<file path="src/rtl/vc_pkg.sv">
package vc_pkg;

  // Widest slot number the buffer supports (up to 8 slots).
  localparam int VC_IDX_W = 3;

  // Strobes from the control to the storage datapath for one cycle.
  typedef struct packed {
    logic                fill;    // write the evicted line into slotIdx
    logic                drop;    // clear the valid flag of slotIdx
    logic                spill;   // capture slotIdx contents for writeback
    logic [VC_IDX_W-1:0] slotIdx; // slot the strobes act on
  } vcStrobe_t;

endpackage

</file>
<file path="src/rtl/vc_datapath.sv">
module vc_datapath
  import vc_pkg::*;
#(
  parameter int ENTRIES = 4,
  parameter int ADDR_W  = 26,
  parameter int LINE_W  = 64,
  localparam int IDX_W  = $clog2(ENTRIES)
) (
  input  logic              clk,
  input  logic              rst_n,
  input  vcStrobe_t         strobe,
  input  logic              lookupValid,
  input  logic [ADDR_W-1:0] lookupAddr,
  input  logic [ADDR_W-1:0] evictAddr,
  input  logic [LINE_W-1:0] evictData,
  input  logic              evictDirty,
  output logic [ENTRIES-1:0] hitVec,
  output logic [ENTRIES-1:0] validVec,
  output logic [ENTRIES-1:0] dirtyVec,
  output logic [IDX_W-1:0]  hitIdx,
  output logic [LINE_W-1:0] hitData,
  output logic              hitDirty,
  output logic              wbValid,
  output logic [ADDR_W-1:0] wbAddr,
  output logic [LINE_W-1:0] wbData
);

  logic [ADDR_W-1:0] addrArr [ENTRIES];
  logic [LINE_W-1:0] dataArr [ENTRIES];

  // One storage slot per entry, each with its own match comparator.
  for (genvar e = 0; e < ENTRIES; e++) begin : gSlot
    logic              sel;
    logic              vQ;
    logic              dQ;
    logic [ADDR_W-1:0] aQ;
    logic [LINE_W-1:0] lQ;

    assign sel = (strobe.slotIdx == VC_IDX_W'(e));

    always_ff @(posedge clk or negedge rst_n) begin
      if (!rst_n) begin
        vQ <= 1'b0;
        dQ <= 1'b0;
      end else if (sel && strobe.fill) begin
        vQ <= 1'b1;
        dQ <= evictDirty;
      end else if (sel && strobe.drop) begin
        vQ <= 1'b0;
      end
    end

    always_ff @(posedge clk) begin
      if (sel && strobe.fill) begin
        aQ <= evictAddr;
        lQ <= evictData;
      end
    end

    assign validVec[e] = vQ;
    assign dirtyVec[e] = dQ;
    assign addrArr[e]  = aQ;
    assign dataArr[e]  = lQ;
    assign hitVec[e]   = lookupValid && vQ && (aQ == lookupAddr);
  end

  // Hit encoding and read-out, plus selection of the slot to spill.
  logic [ADDR_W-1:0] spillAddr;
  logic [LINE_W-1:0] spillData;

  always_comb begin
    hitIdx    = '0;
    hitData   = '0;
    hitDirty  = 1'b0;
    spillAddr = '0;
    spillData = '0;
    for (int e = 0; e < ENTRIES; e++) begin
      if (hitVec[e]) begin
        hitIdx   = hitIdx | IDX_W'(e);
        hitData  = hitData | dataArr[e];
        hitDirty = hitDirty | dirtyVec[e];
      end
      if (strobe.slotIdx == VC_IDX_W'(e)) begin
        spillAddr = addrArr[e];
        spillData = dataArr[e];
      end
    end
  end

  // Writeback register: holds the displaced line for one cycle.
  always_ff @(posedge clk or negedge rst_n) begin
    if (!rst_n) wbValid <= 1'b0;
    else        wbValid <= strobe.spill;
  end

  always_ff @(posedge clk) begin
    if (strobe.spill) begin
      wbAddr <= spillAddr;
      wbData <= spillData;
    end
  end

endmodule

</file>
<file path="src/rtl/vc_control.sv">
module vc_control
  import vc_pkg::*;
#(
  parameter int ENTRIES = 4,
  localparam int IDX_W  = $clog2(ENTRIES)
) (
  input  logic               clk,
  input  logic               rst_n,
  input  logic               evictValid,
  input  logic [ENTRIES-1:0] hitVec,
  input  logic [ENTRIES-1:0] validVec,
  input  logic [ENTRIES-1:0] dirtyVec,
  input  logic [IDX_W-1:0]   hitIdx,
  output vcStrobe_t          strobe
);

  logic             anyHit;
  logic             anyFree;
  logic [IDX_W-1:0] freeIdx;
  logic [IDX_W-1:0] ptrQ;
  logic             advance;

  assign anyHit  = |hitVec;
  assign anyFree = ~&validVec;

  // Lowest-numbered invalid slot.
  always_comb begin
    freeIdx = '0;
    for (int e = ENTRIES - 1; e >= 0; e--) begin
      if (!validVec[e]) freeIdx = IDX_W'(e);
    end
  end

  assign advance = evictValid && !anyHit && !anyFree;

  // Round-robin replacement pointer, moves only when a full buffer is overwritten.
  always_ff @(posedge clk or negedge rst_n) begin
    if (!rst_n) begin
      ptrQ <= '0;
    end else if (advance) begin
      if (ptrQ == IDX_W'(ENTRIES - 1)) ptrQ <= '0;
      else                             ptrQ <= ptrQ + 1'b1;
    end
  end

  always_comb begin
    strobe = '0;
    if (anyHit) begin
      strobe.slotIdx = VC_IDX_W'(hitIdx);
      if (evictValid) strobe.fill = 1'b1;
      else            strobe.drop = 1'b1;
    end else if (evictValid) begin
      strobe.fill = 1'b1;
      if (anyFree) begin
        strobe.slotIdx = VC_IDX_W'(freeIdx);
      end else begin
        strobe.slotIdx = VC_IDX_W'(ptrQ);
        strobe.spill   = dirtyVec[ptrQ];
      end
    end
  end

endmodule

</file>
<file path="src/rtl/victim_cache.sv">
module victim_cache
  import vc_pkg::*;
#(
  parameter int ENTRIES = 4,
  parameter int ADDR_W  = 26,
  parameter int LINE_W  = 64,
  localparam int IDX_W  = $clog2(ENTRIES)
) (
  input  logic              clk,
  input  logic              rst_n,
  input  logic              evictValid,
  input  logic [ADDR_W-1:0] evictAddr,
  input  logic [LINE_W-1:0] evictData,
  input  logic              evictDirty,
  input  logic              lookupValid,
  input  logic [ADDR_W-1:0] lookupAddr,
  output logic              lookupHit,
  output logic [IDX_W-1:0]  lookupIndex,
  output logic [LINE_W-1:0] lookupData,
  output logic              lookupDirty,
  output logic              wbValid,
  output logic [ADDR_W-1:0] wbAddr,
  output logic [LINE_W-1:0] wbData
);

  vcStrobe_t          strobe;
  logic [ENTRIES-1:0] hitVec;
  logic [ENTRIES-1:0] validVec;
  logic [ENTRIES-1:0] dirtyVec;

  vc_control #(.ENTRIES(ENTRIES)) uCtrl (
    .clk        (clk),
    .rst_n      (rst_n),
    .evictValid (evictValid),
    .hitVec     (hitVec),
    .validVec   (validVec),
    .dirtyVec   (dirtyVec),
    .hitIdx     (lookupIndex),
    .strobe     (strobe)
  );

  vc_datapath #(.ENTRIES(ENTRIES), .ADDR_W(ADDR_W), .LINE_W(LINE_W)) uData (
    .clk         (clk),
    .rst_n       (rst_n),
    .strobe      (strobe),
    .lookupValid (lookupValid),
    .lookupAddr  (lookupAddr),
    .evictAddr   (evictAddr),
    .evictData   (evictData),
    .evictDirty  (evictDirty),
    .hitVec      (hitVec),
    .validVec    (validVec),
    .dirtyVec    (dirtyVec),
    .hitIdx      (lookupIndex),
    .hitData     (lookupData),
    .hitDirty    (lookupDirty),
    .wbValid     (wbValid),
    .wbAddr      (wbAddr),
    .wbData      (wbData)
  );

  assign lookupHit = |hitVec;

endmodule

</file>
<file path="config.mk">
export PLATFORM = sky130hd
export DESIGN_NAME = victim_cache
export DESIGN_NICKNAME = d
export VERILOG_FILES = /design/src/rtl/vc_pkg.sv /design/src/rtl/vc_datapath.sv /design/src/rtl/vc_control.sv /design/src/rtl/victim_cache.sv
export SDC_FILE = /design/constraint.sdc
export NUM_CORES = 1
export LEC_CHECK = 0
export BUFFER_PORTS_ARGS = -buffer_cell sky130_fd_sc_hd__buf_2
export CAP_MARGIN = 20
export CORE_MARGIN = 1.5
export CORE_UTILIZATION = 50
export CTS_CLUSTER_DIAMETER = 150
export DETAILED_ROUTE_END_ITERATION = 12
export PLACE_DENSITY = 0.75
export SYNTH_ARGS = -nofsm -noshare
export SYNTH_HDL_FRONTEND = slang
export SYNTH_HIERARCHICAL = 1
export SYNTH_SLANG_ARGS = --single-unit
</file>
<file path="constraint.sdc">
create_clock -name clk -period 17.7 [get_ports clk]
set_clock_uncertainty 0.2 [all_clocks]
set_input_delay 4.425 -clock clk [delete_from_list [all_inputs] [get_ports clk]]
set_output_delay 4.425 -clock clk [all_outputs]
set_load 0.02 [all_outputs]
</file>
==> results of run 1 <==
## flip-flops by register name, indices dropped and copies added, names as in the netlist
| signal | flops |
|---|---|
| uData/wbData | 64 |
| uData/wbAddr | 26 |
| uData/gSlot.lQ | 256 |
| uData/wbValid | 1 |
| uData/gSlot.aQ | 104 |
| uData/gSlot.vQ | 4 |
| uCtrl/ptrQ | 2 |
| uData/gSlot.dQ | 4 |
## path summary, 6_finish.rpt
path                                 startpoint           endpoint  slack (ps)
max reg2reg                uData/gSlot[0].aQ[5]   uData/wbData[17]       11600
min                           uData/gSlot[1].dQ  uData/gSlot[1].dQ         350
min reg2reg                   uData/gSlot[1].dQ  uData/gSlot[1].dQ         350
max                               lookupAddr[5]     lookupData[31]        5960
min in group asynchronous                 rst_n      uData/wbValid        3530
max in group asynchronous                 rst_n  uData/gSlot[0].vQ       13540
## layout make-up
cell class,count,share of cell area
inverter,1,0.000158
antenna,5,0.000526
multi-input combinational,694,0.261
tap,525,0.0276
sequential,461,0.579
clock buffer,61,0.0542
clock inverter,25,0.00988
timing repair buffer,304,0.0671
## metal layers
metal	up-vias	wire length (µm)	GRT usage
met2	1125	28100	0.431
met4	8	1780	0.108
met1	6920	21400	0.375
met5	-	54	0
met3	174	7550	0.0730
li1	5719	-	-
## per-stage QoR
| stage | hold slack (ps) | cell area [µm²] | worst slack, ps | power [W] | cells |
|---|---|---|---|---|---|
| 2_1_floorplan | 274 | 20500 | 1070 | 0.00199 | 1294 |
| 3_3_place_gp | 322 | 22300 | 6140 | 0.00217 | 1985 |
| 3_5_place_dp | 333 | 22300 | 6100 | 0.00219 | 1985 |
| 4_1_cts | 346 | 23800 | 6070 | 0.00316 | 2071 |
| 5_1_grt | 362 | 23800 | 5940 | 0.00325 | 2075 |
| 6_report | 349 | 23800 | 5960 | 0.00315 | 2076 |
## cell usage after synthesis
| cell type | n |
|---|---|
| a21boi_0 | 1 |
| clkbuf_1 | 89 |
| mux2i_1 | 1 |
| or4_4 | 1 |
| nor4b_1 | 1 |
| buf_6 | 4 |
| xor2_1 | 21 |
| nand3_1 | 5 |
| nor2b_1 | 91 |
| and3_1 | 3 |
| dfrtp_1 | 11 |
| a21o_1 | 2 |
| conb_1 | 1 |
| mux2_2 | 5 |
| nand2b_1 | 6 |
| nor4_1 | 6 |
| buf_1 | 22 |
| nand4_1 | 345 |
| nor4_4 | 1 |
| nor3_1 | 7 |
| o21ai_0 | 4 |
| buf_4 | 11 |
| nor2_1 | 4 |
| clkbuf_2 | 1 |
| buf_2 | 11 |
| xnor2_1 | 83 |
| ha_1 | 1 |
| or4_1 | 3 |
| inv_1 | 1 |
| o31ai_1 | 2 |
| nand2_1 | 7 |
| mux4_2 | 91 |
| edfxtp_1 | 450 |
| or3_1 | 2 |
## placed cells by master, fill, tap and decap left out, types with 6 or more instances in the layout
cell,n
nor2b_1,91
dfrtp_1,11
nor3_2,6
clkbuf_16,49
xor2_1,21
edfxtp_1,450
clkinv_2,11
xnor2_1,83
buf_4,24
buf_2,279
nand4_1,345
nor4_2,6
mux4_2,91
clkbuf_1,10
nand2_1,7
nand2b_1,6
## cell families (layout without fill, tap and decap cells)
logic type	after synthesis	in the layout	share of synthesized area
simple gates	482	482	0.146
flops	461	461	0.673
xor+xnor	104	104	0.0444
compound gates	9	9	0.00281
buf+inv	139	391	0.0297
mux	97	97	0.103
other cells	1	6	0.000183
fa+ha+maj	1	1	0.000610
## power by group
part           internal [W]  switching, W
combinational      0.000306      0.000415
clock              0.000573      0.000408
sequential          0.00138     0.0000613
==> flow_summary.json, run 1 <==
{
  "cts_buffers": 48,
  "rr_worst_depth": 12,
  "yosysTopAreaCellShare": 0.659,
  "slew_headroom": 0.269,
  "yosysWarnings": 6,
  "grt_pass1_vias": 14200,
  "vias_per_cell": 6.72,
  "grt-ovfl-total": 0,
  "crit_fanout": 66,
  "routed_wl_mm": 58.9,
  "seqCellArea_mm2": 0.0138,
  "setup-tns-final_ps": 0,
  "fillCellCount": 3006,
  "die_area_mm2": 0.0422,
  "worst_hold_path.num_cells": 1,
  "arrival_ps": 7110,
  "crit_cells": 8,
  "syn_area_mm2": 0.0205,
  "drtIter0Drc": 1550,
  "maxSlewViolCount": 0,
  "final_core_util": 0.594,
  "post-route-period-util": 0.663,
  "synth_nets": 1416,
  "powerDensity_mw_per_mm2": 132,
  "holdBufCountCts": 0,
  "synth_area_per_cell_um2": 15.8,
  "cts.htree.levels": 2,
  "drc_errors": 0,
  "crit_buf_inv": 3,
  "multi_input_area_mm2": 0.00622,
  "nNetsFinal": 1632,
  "fp.coreArea_mm2": 0.0401,
  "grt_max_degree": 96,
  "drive_gt1_frac": 0.318,
  "antenna_found_initial": 9,
  "pin_count": 280,
  "period_minus_slack_ps": 11740,
  "synth_cell_types": 34,
  "gp_congestion": 0.855,
  "yosysSeqAreaShare": 0.673,
  "syn_inst": 1294,
  "hpwl_mm": 32.2,
  "hold_viol_final": 0,
  "wl_per_cell_um": 28.4,
  "grt.total_usage": 0.277,
  "post-cts-setup-buffers": 0,
  "max_cap_violations": 0,
  "drt-pass1-iter-count": 6,
  "port_buffers": 279,
  "ant_nets": 0,
  "setup_viol": 0,
  "clkTransAtPathRegs_ps": 60,
  "clock-root-buffer": "clkbuf_16",
  "crit_required_ps": 13070,
  "end_kind": "output port",
  "p_leak_nw": 7.98,
  "min_path_type": "reg2reg",
  "synth_top_cell_by_area": "edfxtp_1",
  "area_growth_pct": 16.2,
  "grt_pass1_wl_mm": 86.1,
  "critPathKind": "in2out",
  "ir_drop_mv": 0.0953,
  "num_vias": 13900,
  "fp.dieH_um": 205,
  "ys_ff_latch": 461,
  "timing.fmax_mhz": 85.2,
  "num_rows": 73,
  "cts_max_path_buffers": 3,
  "cts_resized": 0,
  "cp_cell_sequence": "buf_2, xor2_1, or4_4, nor4_4, buf_4, nand4_1, nand4_1, buf_2",
  "clock_latency_ps": 570,
  "cts_tree": "built",
  "die-width_um": 205,
  "start_util": 0.511,
  "worst_pin_slew_ps": 1100,
  "cts.sinks": 461,
  "crit_path_start_kind": "input pin",
  "rsz0062_at_grt": "no",
  "critPathTopFamily": "simple AND/OR/NAND/NOR gates",
  "critical_path.max_stage_delay_ps": 870,
  "status": "finished clean",
  "synth_area_leaders": "edfxtp_1, nand4_1, mux4_2",
  "crit_path_top_delay_cell": "buf_4"
}
No activity file was read; power rests on OpenSTA's default activity.
==> run 2: changes to the inputs <==
--- a/config.mk
+++ b/config.mk
@@ -5,6 +5,7 @@
 export SDC_FILE = /design/constraint.sdc
 export NUM_CORES = 1
 export LEC_CHECK = 0
+export ABC_AREA = 1
 export BUFFER_PORTS_ARGS = -buffer_cell sky130_fd_sc_hd__buf_2
 export CAP_MARGIN = 20
 export CORE_MARGIN = 1.5
==> constraint.sdc (replaced) <==
create_clock -name clk -period 11.85 [get_ports clk]
set_clock_uncertainty 0.2 [all_clocks]
set_input_delay 2.9625 -clock clk [delete_from_list [all_inputs] [get_ports clk]]
set_output_delay 2.9625 -clock clk [all_outputs]
set_load 0.02 [all_outputs]
==> run 2 against run 1 <==
Register-to-register slack got worse by 5300 ps. Clock-buffer cell count fell by 1. Cell count rose by 42%. Utilization barely moved. Worst setup slack got worse by 3200 ps. Critical path depth rose by 4. Die area rose by 2.7%. Combinational power rose by 15%. Critical path type unchanged. Clock power rose by 57%. Total power rose by 44%.
==> flow_summary.json, run 2 <==
{
  "synth_cell_types": 32,
  "die-width_um": 208,
  "arrival_ps": 5900,
  "yosysSeqAreaShare": 0.655,
  "dpl-instance-area_mm2": 0.0228,
  "powerDensity_mw_per_mm2": 186,
  "yosysWarnings": 6,
  "worstReg2RegStart": "uData/gSlot[3].aQ[21]",
  "drtIter0Drc": 1532,
  "fp.dieH_um": 208,
  "finalWorstSetupSlack_ps": 2790,
  "num_rows": 74,
  "area_growth_pct": 16.1,
  "grt_pass1_vias": 16100,
  "cts_tree": "built",
  "ant_nets": 0,
  "setup-tns-final_ps": 0,
  "finalInstanceArea_mm2": 0.0244,
  "crit_required_ps": 8690,
  "clock-root-buffer": "clkbuf_16",
  "status": "finished clean",
  "largest_reg_flops": 256,
  "max_cap_violations": 0,
  "min_path_type": "reg2reg",
  "vias_per_cell": 5.56,
  "combPwrFrac": 0.183,
  "ys_ff_latch": 461,
  "synth_nets": 2246,
  "cts.htree.levels": 2,
  "syn_area_mm2": 0.0211,
  "start_util": 0.511,
  "setup_viol": 0,
  "post-route-period-util": 0.765,
  "antenna_found_initial": 10,
  "ys_async_sr_fraction": 0.0239,
  "synthTopCellsByCount": "nand2_1, edfxtp_1, inv_1",
  "grt_max_degree": 74,
  "cts.sinks": 461,
  "hpwl_mm": 37.6,
  "rrSetupSlack_ps": 6300,
  "wl_per_cell_um": 20.7,
  "r2r_end": "uData/gSlot[2].dQ",
  "slew_headroom": 0.258,
  "grt-ovfl-total": 0,
  "clock_latency_ps": 590,
  "reg_top3": "uData/gSlot.lQ (256), uData/gSlot.aQ (104), uData/wbData (64)",
  "largest-register": "uData/gSlot.lQ",
  "grt_pass1_wl_mm": 92.1,
  "synth_top_cell_by_area": "edfxtp_1",
  "fp.coreArea_mm2": 0.0412,
  "netSwitchingFraction": 0.295,
  "mostFrequentLayoutCells": "nand2_1, edfxtp_1, buf_2",
  "syn_inst": 2124,
  "nNetsFinal": 2499,
  "cts_buffers": 48,
  "crit_fanout": 34,
  "holdBufCountCts": 0,
  "synth_most_common_cell": "nand2_1",
  "worst_hold_path.num_cells": 2,
  "min_from": "uData/gSlot[3].dQ",
  "fillCellCount": 3322,
  "cts_resized": 0,
  "drc_errors": 0,
  "routed_wl_mm": 61.3,
  "p_int_w": 0.00320,
  "layout_commonest_cell": "nand2_1",
  "end_kind": "output port",
  "drive_gt1_frac": 0.190,
  "synth_area_per_cell_um2": 9.91,
  "crit_path_start_kind": "input pin",
  "drt-pass1-iter-count": 5,
  "seq_power_share": 0.478,
  "power_frac_clock": 0.339,
  "min_to": "uData/gSlot[3].dQ",
  "critPathKind": "in2out",
  "hold_viol_final": 0,
  "pin_count": 280,
  "rr_worst_depth": 23,
  "maxSlewViolCount": 0,
  "post-cts-setup-buffers": 0,
  "ir_drop_mv": 0.132,
  "die_area_mm2": 0.0433,
  "synth_area_leaders": "edfxtp_1, nand2_1, nand3_1",
  "num_vias": 16400,
  "p_switching_w": 0.00134,
  "p_leak_nw": 10.3,
  "synth-main-ff-cell": "edfxtp_1",
  "worst_pin_slew_ps": 1110,
  "timing.fmax_mhz": 110,
  "clkTransAtPathRegs_ps": 60,
  "grt.total_usage": 0.280,
  "period_minus_slack_ps": 9060,
  "port_buffers": 279,
  "cts_max_path_buffers": 3,
  "rsz0062_at_grt": "no",
  "place_ws_ps": 2880,
  "synth_edf_count": 450,
  "yosysTopAreaCellShare": 0.642,
  "gp_congestion": 0.922
}
## run 2: cell types whose count changed in the layout (fill, tap and decap cells not counted), sizes merged, moves of 17 or more
cell,before,now
xor2,21,1
nand3,5,206
nand4,345,69
nor2b,91,0
a21oi,0,21
o22ai,0,17
inv,1,282
nand2,7,825
o21ai,4,31
mux4,91,0
nor2,4,60
xnor2,83,25
## run 2: final cells by class
class | count | area (µm²) | share of cell area
inverters | 292 | 1100 | 0.0449
multi-input cells | 1273 | 5700 | 0.233
repair buffers | 301 | 1560 | 0.0639
flip-flops and latches | 461 | 13800 | 0.564
well taps | 532 | 666 | 0.0272
clock buffers | 60 | 1260 | 0.0514
clock inverters | 28 | 355 | 0.0145
diodes | 9 | 22.5 | 0.000921
## run 2: worst max-delay path by stage
stage / slack [ps] / to / start
floorplan: 2160 / uData/gSlot[2].dQ / lookupAddr[2]
global placement: 2880 / lookupData[2] / lookupAddr[20]
detailed placement: 2880 / lookupData[2] / lookupAddr[8]
CTS: 2860 / lookupData[7] / lookupAddr[8]
global route: 2710 / lookupData[9] / lookupAddr[18]
finish: 2790 / lookupData[7] / lookupAddr[18]
## run 2: logic make-up (layout without fill, tap and decap cells)
group,after synthesis,count (layout),synth area share
flip-flops,461,461,0.655
other,1,10,0.000178
AO/OA/AOI/OAI,82,82,0.0226
XOR/XNOR,26,26,0.0108
adder cells (fa/ha/maj),1,1,0.000594
AND/OR/NAND/NOR,1163,1163,0.232
buffers and inverters,390,681,0.0783
## run 2: critical path, cell delays in order
cell and delay [ps]:
buf_2 150, xnor2_1 330, nand2_1 90, nor2_1 110
nand3_1 200, nor2_4 850, buf_4 640, nand2_1 140
nand2_1 90, inv_1 40, nand2_1 70, buf_2 170
## run 2: power by group through the flow
stage | clock [W] | combinational [W] | sequential, W
after detailed placement | 0 | 0.000823 | 0.00220
after global placement | 0 | 0.000806 | 0.00219
after global routing | 0.00162 | 0.000894 | 0.00219
after CTS | 0.00156 | 0.000826 | 0.00217
final | 0.00154 | 0.000832 | 0.00217
after floorplan | 0 | 0.000402 | 0.00230
## run 2: layer usage
metal	routed length (µm)	global-route usage	up-vias
li1	-	-	7491
met1	23800	0.377	7776
met2	28800	0.444	998
met3	6590	0.0531	151
met4	2060	0.127	6
met5	40	0	-
## run 2: per-stage QoR
step / total power (W) / util / hold slack, ps / cells
after floorplan: 0.00270 / - / 276 / 2124
after global placement: 0.00300 / 0.554 / 305 / 2859
after detailed placement: 0.00302 / 0.554 / 321 / 2859
after CTS: 0.00455 / 0.593 / 334 / 2947
after global routing: 0.00470 / 0.593 / 381 / 2954
final: 0.00454 / 0.593 / 337 / 2956
==> run 3: changes to the inputs <==
--- a/config.mk
+++ b/config.mk
@@ -12,7 +12,7 @@
 export CORE_UTILIZATION = 50
 export CTS_CLUSTER_DIAMETER = 150
 export DETAILED_ROUTE_END_ITERATION = 12
-export PLACE_DENSITY = 0.75
+export PLACE_DENSITY = 0.77
 export SYNTH_ARGS = -nofsm -noshare
 export SYNTH_HDL_FRONTEND = slang
 export SYNTH_HIERARCHICAL = 1
==> constraint.sdc (replaced) <==
create_clock -name clk -period 7.9 [get_ports clk]
set_clock_uncertainty 0.2 [all_clocks]
set_input_delay 1.975 -clock clk [delete_from_list [all_inputs] [get_ports clk]]
set_output_delay 1.975 -clock clk [all_outputs]
set_load 0.02 [all_outputs]
==> run 3 against run 2 <==
Sequential share of layout area decreased by 0.16 points. Highest routed layer unchanged. Via count increased by 0.66%. Largest power group unchanged. Worst hold slack got worse by 11 ps. Register-to-register slack got worse by 3300 ps. Clock-buffer cell count increased by 3. Largest cell class unchanged. Design area increased by 0.28%.
==> flow_summary.json, run 3 (synthesized netlist as in run 2, its figures left out) <==
{
  "critPathTopFamily": "simple AND/OR/NAND/NOR gates",
  "ir_drop_mv": 0.173,
  "port_buffers": 279,
  "area_growth_pct": 16.5,
  "clkTransAtPathRegs_ps": 60,
  "drc_errors": 0,
  "cts.sinks": 461,
  "layout_commonest_cell": "nand2_1",
  "crit_path_start_kind": "input pin",
  "cts_resized": 0,
  "setup-tns-final_ps": 0,
  "hpwl_mm": 39.4,
  "post-cts-setup-buffers": 0,
  "powerDensity_mw_per_mm2": 274,
  "cts_buffers": 47,
  "critical_path.max_stage_delay_ps": 600,
  "max_cap_violations": 0,
  "num_rows": 74,
  "crit_required_ps": 5730,
  "fp.dieH_um": 208,
  "cp_cell_sequence": "buf_2, inv_2, nand2_1, nand2_1, nor2_1, nand2_1, nor2_1, nand2_1, nor2_4, buf_4, nand2_1, nand2_1, inv_1, nand2_1, buf_2",
  "holdBufCountCts": 0,
  "grt_pass1_vias": 16500,
  "mostFrequentLayoutCells": "nand2_1, edfxtp_1, buf_2",
  "cp_common_cell": "nand2_1",
  "start_util": 0.511,
  "gp_congestion": 0.950,
  "die-width_um": 208,
  "drive_gt1_frac": 0.191,
  "crit_buf_inv": 5,
  "antenna_found_initial": 16,
  "largest_reg_flops": 256,
  "slew_headroom": 0.224,
  "clock_latency_ps": 580,
  "num_vias": 16500,
  "vias_per_cell": 5.57,
  "min_path_type": "reg2reg",
  "ant_nets": 0,
  "nNetsFinal": 2508,
  "post-route-period-util": 0.835,
  "p_leak_nw": 10.4,
  "wl_per_cell_um": 21.1,
  "status": "finished clean",
  "largest-register": "uData/gSlot.lQ",
  "arrival_ps": 4420,
  "grt_max_degree": 74,
  "grt-ovfl-total": 0,
  "period_minus_slack_ps": 6600,
  "clock-root-buffer": "clkbuf_16",
  "cts_max_path_buffers": 3,
  "fp.coreArea_mm2": 0.0412,
  "cts_tree": "built",
  "timing.fmax_mhz": 152,
  "pin_count": 280,
  "hold_viol_final": 0,
  "reg_top3": "uData/gSlot.lQ (256), uData/gSlot.aQ (104), uData/wbData (64)",
  "end_kind": "output port",
  "maxSlewViolCount": 0,
  "rsz0062_at_grt": "no",
  "crit_fanout": 19,
  "total_power_w": 0.00672,
  "worst_pin_slew_ps": 1160,
  "drt-pass1-iter-count": 5,
  "routed_wl_mm": 62.6,
  "drtIter0Drc": 1851,
  "grt.total_usage": 0.287,
  "grt_pass1_wl_mm": 94.2,
  "cts.htree.levels": 2,
  "crit_path_top_delay_cell": "nor2_4",
  "critPathKind": "in2out",
  "setup_viol": 0,
  "die_area_mm2": 0.0433
}
-- run 3: worst register-to-register path: stages (launching register included) --
cell      delay (ps)
edfxtp_1         400
xnor2_1          280
nand2_1          100
nor2_1            90
nand2_1          110
nor4_1           910
nor2_4           110
nand2_2          150
nor2_4            50
nand3_1           60
nand2_1           70
nor2_1           210
inv_1            120
nor2_4           100
buf_4            500
buf_4            750
a221oi_1         130
o22ai_1          330
-- run 3: layout make-up --
type                       instances  area (µm²)
fill                            3326       16700
tap                              532         666
antenna                           13        32.5
multi-input combinational       1273        5700
clock buffer                      63        1280
inverter                         292        1100
sequential                       461       13800
timing repair buffer             311        1710
clock inverter                    21         241
-- run 3: metal layers --
metal / routed length [µm] / vias to the layer above / track usage
met1: 24400 / 7844 / 0.384
met3: 6650 / 165 / 0.0522
met2: 29300 / 997 / 0.458
met4: 2210 / 8 / 0.132
li1: - / 7516 / -
met5: 53 / - / 0
-- run 3: worst paths after layout --
path | start | end | slack, ps | cells past startpoint
worst max-delay path | lookupAddr[5] | lookupData[48] | 1300 | 15
worst min-delay path | uData/gSlot[0].dQ | uData/gSlot[0].dQ | 330 | 2
worst max register to register | uData/gSlot[0].aQ[12] | uData/wbAddr[19] | 3010 | 17
worst min register to register | uData/gSlot[0].dQ | uData/gSlot[0].dQ | 330 | 2
max in group asynchronous | rst_n | uData/gSlot[2].vQ | 6160 | 1
min in group asynchronous | rst_n | uData/gSlot[0].dQ | 1090 | 1
-- run 3: power breakdown --
| part | internal, W | switching (W) |
|---|---|---|
| logic | 0.000325 | 0.000934 |
| clock network | 0.00130 | 0.000915 |
| registers | 0.00312 | 0.000132 |
-- run 3: stage by stage --
step / area, µm² / utilization / std cells / hold slack [ps] / setup slack, ps
2_1_floorplan: 21100 / - / 2124 / 276 / 787
3_3_place_gp: 22900 / 0.557 / 2868 / 299 / 1360
3_5_place_dp: 22900 / 0.557 / 2868 / 313 / 1320
4_1_cts: 24500 / 0.594 / 2952 / 329 / 1310
5_1_grt: 24500 / 0.595 / 2964 / 356 / 1150
6_report: 24500 / 0.595 / 2966 / 325 / 1300
